### src/rtl/bwm_pkg.sv
package bwm_pkg;

  // rows left after one layer of 3:2 compressors
  function automatic int rows_after(input int rows);
    return (rows / 3) * 2 + rows % 3;
  endfunction

  // row count entering layer lvl of the tree
  function automatic int rows_at(input int rows, input int lvl);
    int r;
    r = rows;
    for (int i = 0; i < lvl; i++) r = rows_after(r);
    return r;
  endfunction

  // number of compressor layers needed to reach two rows
  function automatic int tree_levels(input int rows);
    int r;
    int l;
    r = rows;
    l = 0;
    while (r > 2) begin
      r = rows_after(r);
      l++;
    end
    return l;
  endfunction

  // recoding of one multiplier bit: {select, negate}
  function automatic logic [1:0] recode_bit(input logic cur, input logic below);
    return {cur ^ below, cur & ~below};
  endfunction

  function automatic int ceil_div(input int a, input int b);
    return (a + b - 1) / b;
  endfunction

endpackage

### src/rtl/bwm_negate.sv
module bwm_negate #(
  parameter int WN = 9
) (
  input  logic [WN-1:0] a,
  output logic [WN-1:0] y
);
  // invert and add one, carry rippling from bit 0
  logic [WN-1:0] c;

  assign c[0] = 1'b1;
  for (genvar k = 0; k < WN; k++) begin : g_bit
    assign y[k] = ~a[k] ^ c[k];
    if (k < WN - 1) begin : g_c
      assign c[k+1] = ~a[k] & c[k];
    end
  end
endmodule

### src/rtl/bwm_booth_pp.sv
module bwm_booth_pp
  import bwm_pkg::*;
#(
  parameter int N = 8,
  localparam int W = 2 * N
) (
  input  logic [N-1:0] md,
  input  logic [N-1:0] mr,
  input  logic [N:0]   neg_md,
  output logic [N-1:0] enc_x,
  output logic [N-1:0] enc_z,
  output logic [W-1:0] pp [N]
);
  for (genvar i = 0; i < N; i++) begin : g_row
    logic       below;
    logic [N:0] sel;

    if (i == 0) begin : g_lsb
      assign below = 1'b0;
    end else begin : g_mid
      assign below = mr[i-1];
    end

    assign {enc_x[i], enc_z[i]} = recode_bit(mr[i], below);
    assign sel   = !enc_x[i] ? '0 : (enc_z[i] ? neg_md : {md[N-1], md});
    assign pp[i] = {{(W-N-1){sel[N]}}, sel} << i;
  end
endmodule

### src/rtl/bwm_csa_tree.sv
module bwm_csa_tree
  import bwm_pkg::*;
#(
  parameter int W    = 16,
  parameter int ROWS = 8
) (
  input  logic [W-1:0] pp [ROWS],
  output logic [W-1:0] row_s,
  output logic [W-1:0] row_c
);
  localparam int LV = tree_levels(ROWS);

  logic [W-1:0] lvl [0:LV][0:ROWS-1];

  for (genvar j = 0; j < ROWS; j++) begin : g_in
    assign lvl[0][j] = pp[j];
  end

  for (genvar l = 0; l < LV; l++) begin : g_lvl
    localparam int CNT = rows_at(ROWS, l);
    localparam int TRI = CNT / 3;
    localparam int NXT = rows_after(CNT);
    for (genvar j = 0; j < ROWS; j++) begin : g_row
      if (j < 2 * TRI) begin : g_fa
        localparam int G = j / 2;
        logic [W-1:0] a, b, c;
        assign a = lvl[l][3*G];
        assign b = lvl[l][3*G+1];
        assign c = lvl[l][3*G+2];
        if (j % 2 == 0) begin : g_sum
          assign lvl[l+1][j] = a ^ b ^ c;
        end else begin : g_cy
          assign lvl[l+1][j] = ((a & b) | (a & c) | (b & c)) << 1;
        end
      end else if (j < NXT) begin : g_pass
        assign lvl[l+1][j] = lvl[l][j+TRI];
      end else begin : g_zero
        assign lvl[l+1][j] = '0;
      end
    end
  end

  assign row_s = lvl[LV][0];
  assign row_c = lvl[LV][1];
endmodule

### src/rtl/bwm_cla.sv
module bwm_cla
  import bwm_pkg::*;
#(
  parameter int W   = 16,
  parameter int GRP = 4
) (
  input  logic [W-1:0] a,
  input  logic [W-1:0] b,
  output logic [W-1:0] sum
);
  localparam int NG = ceil_div(W, GRP);
  localparam int WP = NG * GRP;

  logic [WP-1:0] ap, bp, g, p, s;
  logic [NG-1:0] gc;

  assign ap = WP'(a);
  assign bp = WP'(b);
  assign g  = ap & bp;
  assign p  = ap ^ bp;
  assign gc[0] = 1'b0;

  for (genvar gi = 0; gi < NG; gi++) begin : g_blk
    logic [GRP-1:0] gg, pp;
    logic [GRP:0]   cy;
    assign gg = g[gi*GRP +: GRP];
    assign pp = p[gi*GRP +: GRP];

    // every carry is a flat sum of generate terms, no chain inside the block
    always_comb begin
      cy = '0;
      cy[0] = gc[gi];
      for (int k = 1; k <= GRP; k++) begin
        logic acc;
        acc = 1'b0;
        for (int j = -1; j < k; j++) begin
          logic t;
          t = (j < 0) ? gc[gi] : gg[j];
          for (int m = j + 1; m < k; m++) t = t & pp[m];
          acc = acc | t;
        end
        cy[k] = acc;
      end
    end

    assign s[gi*GRP +: GRP] = pp ^ cy[GRP-1:0];
    if (gi < NG - 1) begin : g_next
      assign gc[gi+1] = cy[GRP];
    end
  end

  assign sum = s[W-1:0];
endmodule

### src/rtl/booth_wallace_mult.sv
module booth_wallace_mult #(
  parameter int N       = 8,
  parameter bit OUT_REG = 1'b1,
  parameter int CLA_GRP = 4,
  localparam int W = 2 * N
) (
  input  logic         clk,
  input  logic         rst_n,
  input  logic [N-1:0] md,
  input  logic [N-1:0] mr,
  output logic [W-1:0] prod
);
  logic [N:0]   neg_md;
  logic [N-1:0] enc_x;
  logic [N-1:0] enc_z;
  logic [W-1:0] pp [N];
  logic [W-1:0] row_s;
  logic [W-1:0] row_c;
  logic [W-1:0] prod_comb;

  bwm_negate #(.WN(N+1)) u_neg (
    .a ({md[N-1], md}),
    .y (neg_md)
  );

  bwm_booth_pp #(.N(N)) u_pp (
    .md     (md),
    .mr     (mr),
    .neg_md (neg_md),
    .enc_x  (enc_x),
    .enc_z  (enc_z),
    .pp     (pp)
  );

  bwm_csa_tree #(.W(W), .ROWS(N)) u_tree (
    .pp    (pp),
    .row_s (row_s),
    .row_c (row_c)
  );

  bwm_cla #(.W(W), .GRP(CLA_GRP)) u_cla (
    .a   (row_s),
    .b   (row_c),
    .sum (prod_comb)
  );

  if (OUT_REG) begin : g_reg
    always_ff @(posedge clk or negedge rst_n) begin
      if (!rst_n) prod <= '0;
      else        prod <= prod_comb;
    end
  end else begin : g_comb
    assign prod = prod_comb;
  end
endmodule

### config.mk
export PLATFORM = sky130hd
export DESIGN_NAME = booth_wallace_mult
export DESIGN_NICKNAME = d
export VERILOG_FILES = /design/src/rtl/bwm_pkg.sv /design/src/rtl/bwm_negate.sv /design/src/rtl/bwm_booth_pp.sv /design/src/rtl/bwm_csa_tree.sv /design/src/rtl/bwm_cla.sv /design/src/rtl/booth_wallace_mult.sv
export SDC_FILE = /design/constraint.sdc
export NUM_CORES = 1
export LEC_CHECK = 0
export CAP_MARGIN = 20
export CORE_MARGIN = 10
export CORE_UTILIZATION = 30
export DETAILED_ROUTE_END_ITERATION = 10
export DONT_BUFFER_PORTS = 1
export GPL_TIMING_DRIVEN = 0
export SYNTH_ARGS = -nofsm -noshare
export SYNTH_HDL_FRONTEND = slang
export SYNTH_SLANG_ARGS = --single-unit
### constraint.sdc
create_clock -name clk -period 0.8 [get_ports clk]
set_input_delay 0.12 -clock clk [delete_from_list [all_inputs] [get_ports clk]]
set_output_delay 0.12 -clock clk [all_outputs]
set_load 0.1 [all_outputs]
# Yosys cells after proc, flatten, opt, wreduce, memory -nomap -nowiden
# Cells that the tools add are included.
# word_totals
regBits	16
input_bits	18
output_inout_bits	16
word_cells	172
# op_classes
muxes	15
bitwise_logic	156
# op_table
op	count
15-bit bitwise AND	19
16-bit XOR	13
15-bit bitwise OR	12
9-bit 2-to-1 mux	15
1-bit bitwise AND	46
1-bit bitwise OR	32
4-bit XOR	4
1-bit inverter	15
1-bit XOR	15

# Longest topological paths before layout
# Gate-level depths: netlist of the first run.
# logic_depth
ltp_word	53
depth_mapped	31

# Hierarchy
# A second synthesis of the first run with hierarchy kept.
# unflattened
cells_unflattened	542
hier_area_um2	5017.3
# by_module_without_submodules
mod	n_inst	cells_per_inst	area_each_um2	seq_area_each_um2
bwm_csa_tree	1	216	2337.2	0.0
bwm_booth_pp	1	237	1602.8	0.0
bwm_cla	1	56	543.0	0.0
booth_wallace_mult	1	16	400.4	400.4
bwm_negate	1	17	133.9	0.0

# Worst setup path after synthesis of the first run
# No wires, ideal clock.
# synth_timing
kind	input port to flip-flop
from	in md[1]
to	reg prod[15]
setup_ns	0.123
arrival_time_ns	5.717
required_ns	0.677
path_slack_ns	-5.040
stages	29
n_path_buf	1
path_cell_list	clkbuf_1 > inv_1 > ha_1 > ha_1 > ha_1 > ha_1 > ha_1 > ha_1 > and2_1 > fa_1 > inv_1 > fa_1 > fa_1 > inv_1 > ha_1 > ha_1 > ha_1 > o21ai_0 > nand2b_1 > ha_1 > o21a_1 > o21a_1 > o21ai_0 > nand2b_1 > ha_1 > o21a_1 > o21a_1 > nor2_1 > xnor2_1
# synth_via
elab_chain_len	41
word_cells_on_any_way	122
classes_between	mux: 15; bitwise: 107
# synth_rtl
item	line_no	text
start: declaration	booth_wallace_mult.sv:9	input logic [N-1:0] md,
1-bit inverter	bwm_negate.sv:12, bwm_negate.sv:14	
1-bit XOR / 1-bit bitwise AND (equally long branches)	bwm_negate.sv:12, bwm_negate.sv:14	
9-bit 2-to-1 mux, or another cell as far along	bwm_booth_pp.sv:25	assign sel = !enc_x[i] ? '0 : (enc_z[i] ? neg_md : {md[N-1], md});
16-bit XOR, or another cell as far along (8 in a row)	bwm_csa_tree.sv:31	assign lvl[l+1][j] = a ^ b ^ c;
16-bit XOR, or another cell as far along	bwm_cla.sv:20	assign p = ap ^ bp;
1-bit bitwise AND, or another cell as far along	bwm_cla.sv:39	for (int m = j + 1; m < k; m++) t = t & pp[m];
1-bit bitwise AND / 16-bit XOR (equally long branches)	bwm_cla.sv:39, bwm_cla.sv:20	
1-bit bitwise AND	bwm_cla.sv:39	
[... 7 more ...]	n/a	
1-bit bitwise OR (4 in a row)	bwm_cla.sv:40	acc = acc | t;
1-bit bitwise AND (4 in a row)	bwm_cla.sv:39	
1-bit bitwise OR (4 in a row)	bwm_cla.sv:40	
1-bit bitwise AND	n/a	
1-bit bitwise AND (2 in a row)	bwm_cla.sv:39	
1-bit bitwise OR (3 in a row)	bwm_cla.sv:40	
4-bit XOR *	bwm_cla.sv:46	assign s[gi*GRP +: GRP] = pp ^ cy[GRP-1:0];
net prod_comb[15]	booth_wallace_mult.sv:19	logic [W-1:0] prod_comb;
end signal: assignment	booth_wallace_mult.sv:50	else prod <= prod_comb;
end: declaration	booth_wallace_mult.sv:11	output logic [W-1:0] prod
# Mark *: on every way through the listed nets, which the timed path passes. The rest lies on a longest branch.

# Worst setup path after layout of the first run
# layout_timing
from	in md[0]
to	reg prod[15]
# layout_via
elab_chain_len	41
word_cells_on_any_way	122
classes_between	mux: 15; bitwise: 107
# layout_rtl
item	line_no	text
1-bit inverter	bwm_negate.sv:14	assign c[k+1] = ~a[k] & c[k];
1-bit XOR / 1-bit bitwise AND (equally long branches)	bwm_negate.sv:12, bwm_negate.sv:14	
9-bit 2-to-1 mux, or another cell as far along	bwm_booth_pp.sv:25	
16-bit XOR, or another cell as far along (8 in a row)	bwm_csa_tree.sv:31	
16-bit XOR, or another cell as far along	bwm_cla.sv:20	
1-bit bitwise AND, or another cell as far along	bwm_cla.sv:39	
1-bit bitwise AND / 16-bit XOR (equally long branches)	bwm_cla.sv:39, bwm_cla.sv:20	
1-bit bitwise AND	bwm_cla.sv:39	
[... 7 more ...]	n/a	
1-bit bitwise OR (4 in a row)	bwm_cla.sv:40	
1-bit bitwise AND (4 in a row)	bwm_cla.sv:39	
1-bit bitwise OR (4 in a row)	bwm_cla.sv:40	
1-bit bitwise AND	n/a	
1-bit bitwise AND (2 in a row)	bwm_cla.sv:39	
1-bit bitwise OR (3 in a row)	bwm_cla.sv:40	
4-bit XOR *	bwm_cla.sv:46	
net prod_comb[15]	booth_wallace_mult.sv:19	
# Marked as above.

==> flow_summary.json, run 1 <==
{
  "outcome": "finished with violations",
  "violations": "negative hold slack, negative setup slack",
  "area_delta_synth_final_pct": 21.8,
  "nets": 512,
  "critPathMaxFanout": 4,
  "dp.cells": 520,
  "drive_above_1_share_pct": 31.5,
  "wl_per_cell_microns": 14.3,
  "min_period_over_period_pct": 677,
  "h-tree-depth": 1,
  "largest_registers": "prod: 16 flops",
  "die_width_microns": 129,
  "diodes": 0,
  "worstSetupStartpoint": "md[0]",
  "period_needed_ns": 5.41,
  "cap_violations": 0,
  "dp_hpwl_mm": 6.51,
  "grt_overflow": 0,
  "critical_path_class": "input port to register",
  "synth_area_per_cell_sq_um": 9.49,
  "setup_viol": 30,
  "grt_pass1_vias": 2681,
  "p_leak_nw": 2.03,
  "clock_power_share_pct": 6.3,
  "cts_buffers": 3,
  "slowest_stage": "fa_1",
  "p_int_mw": 7.80,
  "setup_ws_ns": -4.61,
  "tns_ns": -48.62,
  "nFillCells": 1133,
  "hold_path_class": "input port to asynchronous set/reset pin",
  "ys_seq_area_share_pct": 11.2,
  "p_sw_share_pct": 52.0,
  "p_seq_share_pct": 27.2,
  "num_vias": 2400,
  "synth_warnings": 0,
  "final_util_pct": 37.7,
  "synth.net_count": 491,
  "critical_path_required_ns": 0.96,
  "coreArea_sq_um": 11600,
  "drv_slew": 0,
  "num_rows": 39,
  "port_buffers": 0,
  "grt_max_degree": 17,
  "cts_sinks": 16,
  "rsz0062_at_grt": "yes",
  "syn_area_sq_um": 3580,
  "place_area_sq_um": 4000,
  "final_cells": 540,
  "crit_top_cell": "ha_4",
  "ys_types": 26,
  "dp_slack_ns": -5.18,
  "io_pins": 34,
  "fin_area_sq_um": 4360,
  "vias_per_cell": 4.44,
  "grt_use_total_pct": 9.97,
  "hold_violations": 16,
  "grt_antenna_before_repair": 0,
  "p_switching_mw": 8.46,
  "power_mw": 16.3,
  "netlist_instances": 377,
  "top_register": "prod",
  "power_density_nw_per_um2": 3730,
  "final_cell_mix": "inv_1, fa_1, mux2i_1, or2_2, ha_1",
  "largest_register_ffs": 16,
  "drtAntennaViolNets": 0,
  "tritoncts": "yes",
  "cts_root_buf": "clkbuf_16",
  "slowest_delay_ns": 0.53,
  "cts_buffer_depth": 2,
  "place_congestion": 0.809,
  "die_area_sq_um": 16700,
  "first_pass_iters": 4,
  "final_common_cell": "inv_1",
  "crit_arrival_ns": 5.57,
  "endpoint_kind": "register",
  "whs_ns": -0.0517,
  "crit_path_start_kind": "input port",
  "clock.fmax_mhz": 185,
  "start_util_pct": 30.9,
  "clk_pin_slew_ns": 0.06,
  "drt-total-wl_mm": 7.71,
  "slew_headroom_pct": 41.5,
  "p_comb_share_pct": 66.5,
  "grt_pass1_wl_mm": 13.4,
  "worst_slew_pin_slew_ns": 0.879,
  "die_y_microns": 129,
  "drc": 0,
  "drtIter0Drc": 61,
  "vdd_drop_max_mv": 2.29,
  "synth-seq-cells": 16
}
[per-layer routing]
layer / vias to the layer above / track usage [%] / share of wire [%]
met1: 1191 / 12.3 / 45
met5: - / 0 / 0
met4: 0 / 1.67 / 0.77
met2: 33 / 18.0 / 50
li1: 1170 / - / -
met3: 6 / 1.63 / 4.1
[worst max-delay path: cells and delay by family]
family / cells / cell delay (ns)
AO/OA/AOI/OAI: 6 / 0.91
AND/OR/NAND/NOR: 4 / 0.41
multiplexers: 1 / 0.13
buffers and inverters: 3 / 0.20
adder cells (fa/ha/maj): 13 / 3.65
XOR/XNOR: 1 / 0.15
[worst max-delay path by stage]
stage	endpoint	slack (ns)	cells after the start
floorplan	prod[15]	-4.64	29
global placement	prod[15]	-5.08	28
detailed placement	prod[15]	-5.18	28
CTS	prod[15]	-4.72	28
global route	prod[15]	-4.88	30
finish	prod[15]	-4.61	28
[cells by family (layout without fill, tap and decap cells)]
family                   count (synthesis)  count (layout)  synth area share (%)
AND/OR/NAND/NOR                         87              87                  13.4
adder cells (fa/ha/maj)                 96              96                  45.7
flip-flops                              16              16                  11.2
XOR/XNOR                                 9               9                  2.59
multiplexers                            42              42                  11.7
buffers and inverters                  107             127                  11.7
AO/OA/AOI/OAI                           20              20                  3.64
[layout make-up]
type	instances	area, sq um	share of cell area, %
flip-flops and latches	16	457	10.5
repair buffers	20	170	3.90
plain buffers	14	111	2.55
well taps	143	179	4.10
multi-input cells	254	3020	69.3
inverters	89	344	7.89
clock buffers	4	78.8	1.81
[timing repair]
item | in CTS | in global routing
pin swaps | 25 | 12
hold endpoints to repair | 16 | 0
gates resized for setup | 38 | 13
endpoints found under the setup margin | 31 | 47
setup buffers | 11 | 9
hold buffers | 1 | 0
[power groups by stage]
stage                     clock [mW]  sequential, mW  combinational, mW
after floorplan                    0            4.20               7.02
after global placement             0            4.31               8.60
after detailed placement           0            4.31               8.86
after CTS                       1.06            4.47               10.1
after global routing            1.08            4.48               12.7
final                           1.03            4.43               10.8
[synth_stat cells, drive strengths merged]
library cell | n | share of area (%)
mux2i | 42 | 12
buf | 7 | 1.2
inv | 89 | 9.3
dfrtp | 16 | 11
o21ai | 2 | 0.28
a21o | 6 | 1.3
or2 | 31 | 5.4
o21a | 4 | 0.84
a21oi | 8 | 1.2
xnor3 | 1 | 0.63
nand2b | 16 | 3.0
xor2 | 5 | 1.2
nand2 | 9 | 0.94
nor3 | 2 | 0.28
clkbuf | 11 | 1.3
or2b | 3 | 0.63
ha | 38 | 13
fa | 58 | 32
and2 | 5 | 0.87
xnor2 | 3 | 0.73
nor2 | 21 | 2.2
(Power assumes the default switching activity.)
==> inputs of run 2 (changes only) <==
Settings changed: CTS_BUF_LIST set to sky130_fd_sc_hd__clkbuf_16.
==> run 2 against run 1 <==
  * The flow still finishes with violations (negative hold slack, negative setup slack)
  * Critical path type unchanged
  * Hold slack is essentially flat
  * Sequential share of layout area unchanged
  * Cell count unchanged
  * Via count stayed put
  * Utilization unchanged
  * Non-clock buffer count unchanged
  * Critical path depth did not move
  * Global-route usage stayed put
  * Wire length about the same
  * Critical endpoint unchanged
  * Design area stayed put
  * Highest routed layer unchanged
  * Total power is essentially flat
==> flow_summary.json, run 2 (same netlist as run 1, synthesis figures left out) <==
{
  "grt_pass1_vias": 2681,
  "whs_ns": -0.0520,
  "drt-total-wl_mm": 7.71,
  "vdd_drop_max_mv": 2.29,
  "die_area_sq_um": 16700,
  "grt_pass1_wl_mm": 13.4,
  "setup_ws_ns": -4.61,
  "h-tree-depth": 1,
  "cts_buffers": 3,
  "drive_above_1_share_pct": 31.5,
  "die_y_microns": 129,
  "drtAntennaViolNets": 0,
  "drv_slew": 0,
  "crit_family": "adder cells",
  "dp_slack_ns": -5.18,
  "tritoncts": "yes",
  "slowest_stage": "fa_1",
  "violations": "negative hold slack, negative setup slack",
  "num_vias": 2400,
  "hold_path_class": "input port to asynchronous set/reset pin",
  "critical_path_class": "input port to register",
  "grt_antenna_before_repair": 0,
  "cp.buffers_inverters": 3,
  "die_width_microns": 129,
  "clk_pin_slew_ns": 0.06,
  "outcome": "finished with violations",
  "port_buffers": 0,
  "start_util_pct": 30.9,
  "wl_per_cell_microns": 14.3,
  "vias_per_cell": 4.44,
  "final_common_cell": "inv_1",
  "nets": 512,
  "cap_violations": 0,
  "io_pins": 34,
  "critPathMaxFanout": 4,
  "final_cell_mix": "inv_1, fa_1, mux2i_1, or2_2, ha_1",
  "place_congestion": 0.809,
  "coreArea_sq_um": 11600,
  "endpoint_kind": "register",
  "cts_buffer_depth": 2,
  "diodes": 0,
  "critical_path_required_ns": 0.96,
  "crit_top_cell": "ha_4",
  "slew_headroom_pct": 41.5,
  "grt_use_total_pct": 9.97,
  "cts_root_buf": "clkbuf_16",
  "hold_violations": 16,
  "period_needed_ns": 5.41,
  "drc": 0,
  "grt_overflow": 0,
  "dp_hpwl_mm": 6.51,
  "slowest_delay_ns": 0.53,
  "largest_register_ffs": 16,
  "nFillCells": 1133,
  "largest_registers": "prod: 16 flops",
  "rsz0062_at_grt": "yes",
  "setup_viol": 30,
  "first_pass_iters": 4,
  "area_delta_synth_final_pct": 21.8,
  "crit_path_start_kind": "input port",
  "p_leak_nw": 2.03,
  "power_density_nw_per_um2": 3730,
  "num_rows": 39,
  "min_period_over_period_pct": 677,
  "cts_sinks": 16,
  "worst_slew_pin_slew_ns": 0.879,
  "top_register": "prod",
  "crit_arrival_ns": 5.57,
  "drtIter0Drc": 61,
  "clock.fmax_mhz": 185,
  "grt_max_degree": 17
}
## run 2: power breakdown
part	internal, mW	total, mW	switching (mW)	leakage, nW
logic	5.56	10.8	5.24	1.81
registers	1.55	4.43	2.87	0.174
clock network	0.664	1.01	0.350	0.0423
## run 2: what timing repair did
item | in CTS | in global routing
hold buffers | 1 | 0
pin swaps | 25 | 12
resized for setup | 38 | 13
endpoints found under the setup margin | 31 | 47
setup buffers | 11 | 9
hold endpoints to repair | 16 | 0
## run 2: worst paths after layout
kind / startpoint / to / slack [ns] / cells after the start
max in group asynchronous: rst_n / prod[14] / 0.26 / 1
hold / removal: rst_n / prod[2] / -0.05 / 1
setup / recovery: md[0] / prod[15] / -4.61 / 28
min in group clk: mr[0] / prod[1] / 0.12 / 2
## run 2: per-layer routing
layer / share of wire [%] / vias to the layer above / routed length, microns / GRT usage [%]
met1: 45 / 1191 / 3470 / 12.3
met4: 0.77 / 0 / 59 / 1.67
met5: 0 / - / 0 / 0
met3: 4.1 / 6 / 319 / 1.63
li1: - / 1170 / - / -
met2: 50 / 33 / 3860 / 18.0
## run 2: metrics by stage
step / util (%) / instance area (sq um) / power [mW] / setup TNS, ns / instances
finish: 37.7 / 4360 / 16.2 / -48.62 / 540
global route: 37.7 / 4360 / 18.2 / -51.01 / 540
CTS: 37.0 / 4280 / 15.6 / -54.08 / 534
detailed placement: 34.6 / 4000 / 13.2 / -51.25 / 520
global placement: 34.6 / 4000 / 12.9 / -50.75 / 520
floorplan: - / 3820 / 11.2 / -46.22 / 377
## run 2: area by class of cell
class | count | area [sq um] | share of cell area, %
sequential | 16 | 457 | 10.5
clock inverter | 1 | 3.75 | 0.0861
buffer | 14 | 111 | 2.55
multi-input combinational | 254 | 3020 | 69.3
tap | 143 | 179 | 4.10
timing repair buffer | 20 | 170 | 3.90
inverter | 89 | 344 | 7.89
clock buffer | 3 | 75.1 | 1.72
==> inputs of run 3 (changes only) <==
Settings changed: ABC_AREA set to 1.
==> run 3 against run 2 <==
  * The run still ends with negative hold slack, negative setup slack left
  * Total power grew 9.7%
  * Cell count grew 5.7%
  * Combinational power grew 14%
  * Highest routed layer unchanged
==> flow_summary.json, run 3 <==
{
  "worst_slew_pin_slew_ns": 0.715,
  "drt-total-wl_mm": 8.38,
  "yosysMostFrequentCell": "inv_1",
  "cap_violations": 0,
  "tritoncts": "yes",
  "clk_pin_slew_ns": 0.05,
  "die_y_microns": 125,
  "ys_types": 19,
  "drive_above_1_share_pct": 24.4,
  "slowest_delay_ns": 0.55,
  "p_int_mw": 8.43,
  "min_period_over_period_pct": 660,
  "period_needed_ns": 5.28,
  "final_cell_mix": "inv_1, fa_1, a21oi_1, o21ai_0, nand2_1",
  "hold_violations": 8,
  "start_util_pct": 30.6,
  "largest_register_ffs": 16,
  "die_width_microns": 125,
  "die_area_sq_um": 15700,
  "synth_warnings": 0,
  "synth-seq-cells": 16,
  "vias_per_cell": 4.72,
  "netlist_instances": 408,
  "setup_ws_ns": -4.48,
  "drc": 0,
  "grt_use_total_pct": 11.0,
  "grt_pass1_vias": 2955,
  "io_pins": 34,
  "rsz0062_at_grt": "yes",
  "place_congestion": 0.869,
  "endpoint": "prod[13]",
  "area_delta_synth_final_pct": 27.7,
  "coreArea_sq_um": 10900,
  "drv_slew": 0,
  "crit_top_cell": "ha_4",
  "grt_overflow": 0,
  "drtIter0Drc": 152,
  "outcome": "finished with violations",
  "dp_hpwl_mm": 6.98,
  "slowest_stage": "fa_1",
  "ys.flop_type": "dfrtp_1",
  "grt_pass1_wl_mm": 14.7,
  "nets": 546,
  "vdd_drop_max_mv": 2.49,
  "yosys.area.top_type": "fa_1",
  "place_area_sq_um": 3760,
  "cts_sinks": 16,
  "synth_area_per_cell_sq_um": 8.18,
  "cts_buffer_depth": 2,
  "synth_edf_count": 0,
  "diodes": 0,
  "critPathMaxFanout": 5,
  "worstSetupStartpoint": "md[0]",
  "power_mw": 17.8,
  "p_switching_mw": 9.39,
  "fin_area_sq_um": 4260,
  "clock_power_share_pct": 5.5,
  "top_register": "prod",
  "violations": "negative hold slack, negative setup slack",
  "final_common_cell": "inv_1",
  "largest_registers": "prod: 16 flops",
  "grt_antenna_before_repair": 0,
  "nFillCells": 1115,
  "port_buffers": 0,
  "synth.net_count": 522,
  "slew_headroom_pct": 52.3,
  "crit_path_start_kind": "input port",
  "p_sw_share_pct": 52.7,
  "p_leak_nw": 2.06,
  "num_rows": 38,
  "whs_ns": -0.0110,
  "ys_seq_area_share_pct": 12.0,
  "synthArstFlopShare_pct": 100,
  "endpoint_kind": "register",
  "h-tree-depth": 1,
  "cts_buffers": 3,
  "p_seq_share_pct": 25.3,
  "power_density_nw_per_um2": 4180,
  "critical_path_required_ns": 0.93,
  "synth.area.top_cells": "fa_1, ha_1, inv_1, dfrtp_1, a21oi_1",
  "grt_max_degree": 17,
  "synth_top_area_share_pct": 34.8,
  "yosys-top-cells-count": "inv_1, fa_1, a21oi_1",
  "syn_area_sq_um": 3340,
  "drtAntennaViolNets": 0,
  "cts_root_buf": "clkbuf_16",
  "hold_path_class": "input port to asynchronous set/reset pin",
  "clock.fmax_mhz": 189,
  "crit_arrival_ns": 5.41,
  "num_vias": 2695,
  "critical_path_class": "input port to register",
  "setup_viol": 31,
  "p_comb_share_pct": 69.3,
  "first_pass_iters": 4,
  "wl_per_cell_microns": 14.7
}
==> run 3: worst max-delay path, delay by kind of cell <==
family / cells / cell delay, ns
compound gates: 5 / 0.72
xor+xnor: 1 / 0.14
buf+inv: 6 / 0.50
simple gates: 2 / 0.17
fa+ha+maj: 13 / 3.71
==> run 3: power by group through the flow <==
| stage | sequential, mW | clock [mW] | combinational, mW |
|---|---|---|---|
| floorplan | 4.23 | 0 | 7.26 |
| global placement | 4.33 | 0 | 8.78 |
| detailed placement | 4.34 | 0 | 8.96 |
| CTS | 4.53 | 0.993 | 11.1 |
| global route | 4.56 | 1.05 | 14.5 |
| finish | 4.50 | 0.979 | 12.3 |
==> run 3: how the worst min path moves through the flow <==
stage                     startpoint  endpoint  slack [ns]  cells after the start
final                          rst_n   prod[2]       -0.01                      1
after global routing           rst_n   prod[1]        0.07                      1
after CTS                      mr[0]   prod[1]        0.28                      4
after detailed placement       rst_n   prod[1]       -0.18                      0
after global placement         rst_n   prod[3]       -0.18                      0
after floorplan                rst_n   prod[0]       -0.18                      0
==> run 3: final cells by class <==
| type | instances | area, sq um | area share [%] |
|---|---|---|---|
| multi-input cells | 259 | 2760 | 64.9 |
| flip-flops and latches | 16 | 460 | 10.8 |
| plain buffers | 10 | 103 | 2.41 |
| inverters | 122 | 500 | 11.7 |
| clock buffers | 3 | 75.1 | 1.76 |
| clock inverters | 1 | 3.75 | 0.0881 |
| well taps | 140 | 175 | 4.11 |
| repair buffers | 20 | 180 | 4.23 |
==> run 3: kinds of logic (layout without fill, tap and decap cells) <==
family          after synthesis  in the layout  synth area share (%)
compound gates               98             98                  15.4
xor+xnor                      6              6                  1.57
fa+ha+maj                    96             96                  49.0
buf+inv                     133            156                  15.0
flops                        16             16                  12.0
simple gates                 59             59                  7.01
==> run 3: what timing repair did <==
| action | CTS | global route |
|---|---|---|
| cloned | 0 | 0 |
| gates resized for setup | 50 | 26 |
| pin swaps | 29 | 21 |
| endpoints found under the hold margin | 17 | 0 |
| hold buffers | 2 | 0 |
| setup endpoints to repair | 31 | 47 |
| setup buffers | 25 | 4 |
==> run 3: per-stage QoR <==
stage	setup slack (ns)	utilization [%]	setup TNS, ns	std cells
6_report	-4.48	39.1	-47.08	571
5_1_grt	-4.71	39.1	-49.25	571
4_1_cts	-4.41	38.0	-49.41	568
3_5_place_dp	-5.01	34.6	-48.98	548
3_3_place_gp	-5.04	34.6	-49.19	548
2_1_floorplan	-4.64	-	-45.86	408
==> run 3: routing by layer <==
metal | GRT usage, % | part of all wire, %
met3 | 2.20 | 6.2
met1 | 13.7 | 42
met5 | 0 | 0
met4 | 1.69 | 1.0
met2 | 19.2 | 51
